<file path="config.mk">
export PLATFORM = sky130hd
export DESIGN_NAME = wt_cache
export DESIGN_NICKNAME = d
export VERILOG_FILES = /design/src/rtl/wt_cache.sv
export SDC_FILE = /design/constraint.sdc
export NUM_CORES = 1
export LEC_CHECK = 0
export BUFFER_PORTS_ARGS = -buffer_cell sky130_fd_sc_hd__buf_2
export CELL_PAD_IN_SITES_DETAIL_PLACEMENT = 2
export CELL_PAD_IN_SITES_GLOBAL_PLACEMENT = 2
export CORE_MARGIN = 2
export CORE_UTILIZATION = 35
export CTS_BUF_LIST = sky130_fd_sc_hd__clkbuf_8
export CTS_CLUSTER_DIAMETER = 120
export DETAILED_ROUTE_END_ITERATION = 6
export GPL_TIMING_DRIVEN = 1
export PLACE_DENSITY = 0.9
export SYNTH_ARGS = -nofsm -noshare
export SYNTH_HDL_FRONTEND = slang
export SYNTH_SLANG_ARGS = --single-unit
</file>
<file path="constraint.sdc">
create_clock -name clk -period 3.1 [get_ports clk]
set_clock_uncertainty 0.2 [all_clocks]
set_input_delay 0 -clock clk [delete_from_list [all_inputs] [get_ports clk]]
set_output_delay 0 -clock clk [all_outputs]
set_load 0.01 [all_outputs]
</file>
<file path="src/rtl/wt_cache.sv">
module wt_cache #(
  parameter int ADDR_W = 5,
  parameter int OFF_W  = 1,
  parameter int LINES  = 2,
  parameter int DATA_W = 8,
  parameter int CNT_W  = 16
) (
  input  logic                       clk,
  input  logic                       rst_n,
  input  logic                       cpu_valid,
  input  logic                       cpu_write,
  input  logic [ADDR_W-1:0]          cpu_addr,
  input  logic [DATA_W-1:0]          cpu_wdata,
  output logic                       cpu_ready,
  output logic [DATA_W-1:0]          cpu_rdata,
  output logic [CNT_W-1:0]           hit_count,
  output logic [CNT_W-1:0]           miss_count,
  output logic                       mem_req,
  output logic                       mem_write,
  output logic [ADDR_W-1:0]          mem_addr,
  output logic [DATA_W-1:0]          mem_wdata,
  input  logic [(DATA_W<<OFF_W)-1:0] mem_rdata,
  input  logic                       mem_ack
);
  localparam int TAG_W = ADDR_W - OFF_W;
  localparam int BLK_W = DATA_W << OFF_W;
  localparam int IDX_W = (LINES > 1) ? $clog2(LINES) : 1;

  typedef enum logic [1:0] {S_IDLE, S_FILL, S_WRITE} state_t;

  state_t            state;
  logic              missed;
  logic [LINES-1:0]  line_vld;
  logic [TAG_W-1:0]  line_tag  [LINES];
  logic [BLK_W-1:0]  line_data [LINES];
  logic [IDX_W-1:0]  line_age  [LINES];

  logic [TAG_W-1:0]  req_tag;
  logic [OFF_W-1:0]  req_off;
  logic              hit_any;
  logic [IDX_W-1:0]  hit_idx;
  logic [IDX_W-1:0]  victim;
  logic              done;
  logic              touch_en;
  logic [IDX_W-1:0]  touch_idx;

  assign req_tag = cpu_addr[ADDR_W-1:OFF_W];
  assign req_off = cpu_addr[OFF_W-1:0];

  always_comb begin
    hit_any = 1'b0;
    hit_idx = '0;
    for (int i = 0; i < LINES; i++) begin
      if (!hit_any && line_vld[i] && line_tag[i] == req_tag) begin
        hit_any = 1'b1;
        hit_idx = IDX_W'(i);
      end
    end
  end

  always_comb begin
    logic found;
    found  = 1'b0;
    victim = '0;
    for (int i = 0; i < LINES; i++) begin
      if (!found && !line_vld[i]) begin
        found  = 1'b1;
        victim = IDX_W'(i);
      end
    end
    if (!found) begin
      for (int i = 0; i < LINES; i++) begin
        if (line_age[i] == IDX_W'(LINES - 1)) victim = IDX_W'(i);
      end
    end
  end

  assign cpu_ready = (state == S_IDLE && cpu_valid && hit_any && !cpu_write) ||
                     (state == S_WRITE && mem_ack);
  assign cpu_rdata = line_data[hit_idx][DATA_W*req_off +: DATA_W];
  assign done      = cpu_valid && cpu_ready;

  assign mem_req   = (state != S_IDLE);
  assign mem_write = (state == S_WRITE);
  assign mem_addr  = (state == S_WRITE) ? cpu_addr : {req_tag, {OFF_W{1'b0}}};
  assign mem_wdata = cpu_wdata;

  assign touch_en  = done || (state == S_FILL && mem_ack);
  assign touch_idx = (state == S_FILL) ? victim : hit_idx;

  always_ff @(posedge clk) begin
    if (!rst_n) begin
      state      <= S_IDLE;
      missed     <= 1'b0;
      line_vld   <= '0;
      hit_count  <= '0;
      miss_count <= '0;
      for (int i = 0; i < LINES; i++) begin
        line_tag[i]  <= '0;
        line_data[i] <= '0;
        line_age[i]  <= IDX_W'(i);
      end
    end else begin
      case (state)
        S_IDLE: begin
          if (cpu_valid && !hit_any) begin
            state  <= S_FILL;
            missed <= 1'b1;
          end else if (cpu_valid && cpu_write) begin
            state <= S_WRITE;
          end
        end
        S_FILL: begin
          if (mem_ack) begin
            line_vld[victim]  <= 1'b1;
            line_tag[victim]  <= req_tag;
            line_data[victim] <= mem_rdata;
            state             <= S_IDLE;
          end
        end
        S_WRITE: begin
          if (mem_ack) begin
            line_data[hit_idx][DATA_W*req_off +: DATA_W] <= cpu_wdata;
            state <= S_IDLE;
          end
        end
        default: state <= S_IDLE;
      endcase

      if (done) begin
        missed <= 1'b0;
        if (missed) miss_count <= miss_count + CNT_W'(1);
        else        hit_count  <= hit_count + CNT_W'(1);
      end

      if (touch_en) begin
        for (int i = 0; i < LINES; i++) begin
          if (IDX_W'(i) == touch_idx)              line_age[i] <= '0;
          else if (line_age[i] < line_age[touch_idx]) line_age[i] <= line_age[i] + IDX_W'(1);
        end
      end
    end
  end
endmodule

</file>
==> impl_metrics.csv <==
group,metric,value,unit
detailed_routing,via_count,3926,
sta,slew_headroom,43.9,%
pwr,vdd_drop_max,0.000212,V
sta,worst_slew_pin_slew,0.839,ns
sta,fin_crit,2.98,ns
placement,gp_congestion,0.872,
clock_tree,clock_sink_count,79,
flow_run,drv_cap,0,
sta,fmax,336,MHz
clock_tree,clk-insertion-delay-late,0.38,ns
placement,hpwlAfterDp,9790,um
detailed_routing,dr.first_iter.drc_count,311,
layout,multi_input_area,0.00186,mm2
sta,setup_tns,0,ns
yosys,ys.flop_type,"edfxtp_1",
sta,report.final.hold_viol_count,0,
layout,syn2layout_area_growth,28.1,%
yosys,ys_seq_area_share,48.8,%
min_path,hold_class,"primary input to flip-flop",
layout,fillers,1199,
floorplan,dieArea,0.0126,mm2
grt,grt_first_pass_wirelength,25200,um
yosys,synth-seq-cells,79,
critical_path,crit_arrival,3.02,ns
floorplan,die_x,112,um
grt,track_usage,26.0,%
yosys,yosys.area.top_type,"edfxtp_1",
outcome,status,"finished, final reports clean",
pwr,power,0.00225,W
layout,layout.nets,573,
floorplan,pin_count,90,
floorplan,core_area,0.0114,mm2
detailed_routing,ant_nets,0,
pwr,p_leak,2.17,nW
sta,timing.final.max_slew_violations,0,
yosys,synth_cell_types,49,
detailed_routing,remaining_drc_errors,0,
yosys,synth_edf_count,42,
yosys,synth_cells,413,
layout,post_route_cells_drive_above_1_share,24.1,%
pwr,power_density,429,mW/mm2
clock_tree,ctsHtreeMaxLevel,3,
clock_tree,cts-buffers-inserted,9,
clock_tree,clockBufferDepth,2,
yosys,synth.area.top_cells,"edfxtp_1 (31%), dfxtp_1 (18%), o22ai_1 (4.9%)",
floorplan,num_rows,39,
yosys,synth_warnings,0,
clock_tree,tritoncts,"yes",
yosys,netlist_area,0.00410,mm2
clock_tree,cts_setup_buffers,0,
sta,hold_ws,0.207,ns
sta,rsz0062_at_grt,"no",
floorplan,die_h,112,um
detailed_routing,wl_per_cell,23.7,um
layout,diodes,0,
floorplan,start_util,35.9,%
yosys,async_flop_share,0,%
detailed_routing,first_pass_iters,5,
yosys,syn_nets,452,
grt,grt_max_degree,29,
layout,regArea,0.00200,mm2
grt,grt_overflow_total,0,
placement,io_buffer_count,89,
clock_tree,cts-root-buf,"clkbuf_8",
critical_path,worstSetupPathType,"flip-flop to flip-flop",
critical_path,critPathMaxFanout,21,
detailed_routing,viasPerCell,5.76,
yosys,syn_area_per_cell,9.92,um2
yosys,synth_top_area_share,30.8,%
detailed_routing,routed_wl,16100,um
grt,grt_antenna_before_repair,0,
critical_path,endpoint_kind,"flip-flop",
sta,setup_viol,0,
layout,post-route-util,46.0,%
clock_tree,clkTransAtPathRegs,0.11,ns
critical_path,start_kind,"flip-flop",
sta,post-route-period-util,96.1,%
grt,first_global_vias,4253,
critical_path,required,3.14,ns
==> cell families (layout without fill, tap and decap cells) <==
logic type,after synthesis,in the layout,share of synthesized area (%)
multiplexers,15,15,6.14
AO/OA/AOI/OAI,98,98,15.4
adder cells (fa/ha/maj),5,5,1.53
flip-flops,79,79,48.8
XOR/XNOR,21,21,4.49
buffers and inverters,48,174,5.89
AND/OR/NAND/NOR,147,147,17.7
==> report_power, final <==
part	total (W)	switching, W	internal (W)
logic	0.000283	0.000161	0.000122
registers	0.00116	0.0000249	0.00113
clock network	0.000812	0.000446	0.000366
==> Yosys cell counts (6+ instances only) <==
| cell | n |
|---|---|
| a21oi_1 | 14 |
| and3_1 | 8 |
| buf_4 | 14 |
| clkbuf_1 | 16 |
| dfxtp_1 | 37 |
| edfxtp_1 | 42 |
| inv_1 | 13 |
| mux2i_1 | 6 |
| mux4_2 | 8 |
| nand2_1 | 53 |
| nand2b_1 | 8 |
| nand3_1 | 13 |
| nand4_1 | 6 |
| nor2_1 | 31 |
| o2111ai_1 | 7 |
| o21ai_0 | 22 |
| o22ai_1 | 32 |
| or3_1 | 8 |
| xnor2_1 | 8 |
| xor2_1 | 13 |
==> stage by stage <==
stage / std cells / cell area (um2) / setup WS [ns]
after floorplan: 413 / 4100 / 0.484
after global placement: 622 / 4620 / 0.617
after detailed placement: 622 / 4620 / 0.341
after CTS: 682 / 5250 / 0.167
after global routing: 682 / 5250 / 0.00564
final: 682 / 5250 / 0.120
==> metal layers <==
layer / share of wire, % / up-vias / global-route usage (%)
met5: 0 / - / 0
li1: - / 1756 / -
met2: 51 / 150 / 45.0
met1: 42 / 1995 / 33.1
met4: 2.5 / 0 / 9.43
met3: 4.5 / 25 / 4.10
==> final timing paths <==
check | startpoint | end | slack (ns) | depth (start not counted)
max | line_age[1]$_DFFE_PP_ | line_data[1][15]$_SDFFCE_PN0P_ | 0.12 | 5
min | cpu_addr[0] | line_data[1][11]$_SDFFCE_PN0P_ | 0.21 | 4
min reg2reg | miss_count[10]$_SDFFE_PN0P_ | miss_count[10]$_SDFFE_PN0P_ | 0.29 | 2
max reg2reg | line_age[1]$_DFFE_PP_ | line_data[1][15]$_SDFFCE_PN0P_ | 0.12 | 5
==> registers in the layout, summed over array words and instances (netlist names) <==
signal,flops
missed,1
line_age,2
line_tag,8
hit_count,16
state,2
line_vld,2
miss_count,16
line_data,32
==> placed cells by master, fill, tap and decap left out, drive strengths merged, types with 2 or more instances in the layout <==
| cell type | netlist | layout |
|---|---|---|
| buf | 19 | 101 |
| nand2 | 53 | 53 |
| dlygate4sd3 | 0 | 44 |
| edfxtp | 42 | 42 |
| dfxtp | 37 | 37 |
| o22ai | 32 | 32 |
| nor2 | 31 | 31 |
| o21ai | 22 | 22 |
| inv | 13 | 14 |
| a21oi | 14 | 14 |
| nand3 | 13 | 13 |
| xor2 | 13 | 13 |
| clkbuf | 16 | 9 |
| xnor2 | 8 | 8 |
| mux4 | 8 | 8 |
| and3 | 8 | 8 |
| or3 | 8 | 8 |
| nand2b | 8 | 8 |
| o2111ai | 7 | 7 |
| mux2i | 6 | 6 |
| nand4 | 6 | 6 |
| a31oi | 5 | 5 |
| o211ai | 5 | 5 |
| ha | 5 | 5 |
| nor3 | 5 | 5 |
| or4 | 4 | 4 |
| and2 | 4 | 4 |
| clkinv | 0 | 3 |
| a2bb2oi | 2 | 2 |
| a21o | 2 | 2 |
| nor2b | 2 | 2 |
| clkinvlp | 0 | 2 |
==> critical path, stage by stage, from the launching register on <==
cell and delay, ns:
edfxtp_1 0.42, inv_1 0.09, a21boi_0 0.49, nand2_1 0.65
o22ai_1 0.37, dlygate4sd3_1 0.61
==> what timing repair did <==
item | CTS | global route
hold endpoints to repair | 49 | 0
endpoints found under the setup margin | 0 | 4
gates resized for setup | 0 | 2
hold buffers | 44 | 0
==> final cells by class <==
type | count | area share [%]
Inverter | 13 | 0.929
Clock buffer | 9 | 2.36
Sequential cell | 79 | 38.1
Tap cell | 143 | 3.41
Clock inverter | 7 | 1.24
Timing Repair Buffer | 145 | 18.6
Multi-Input combinational cell | 286 | 35.4
No activity file was read; power rests on OpenSTA's default activity.
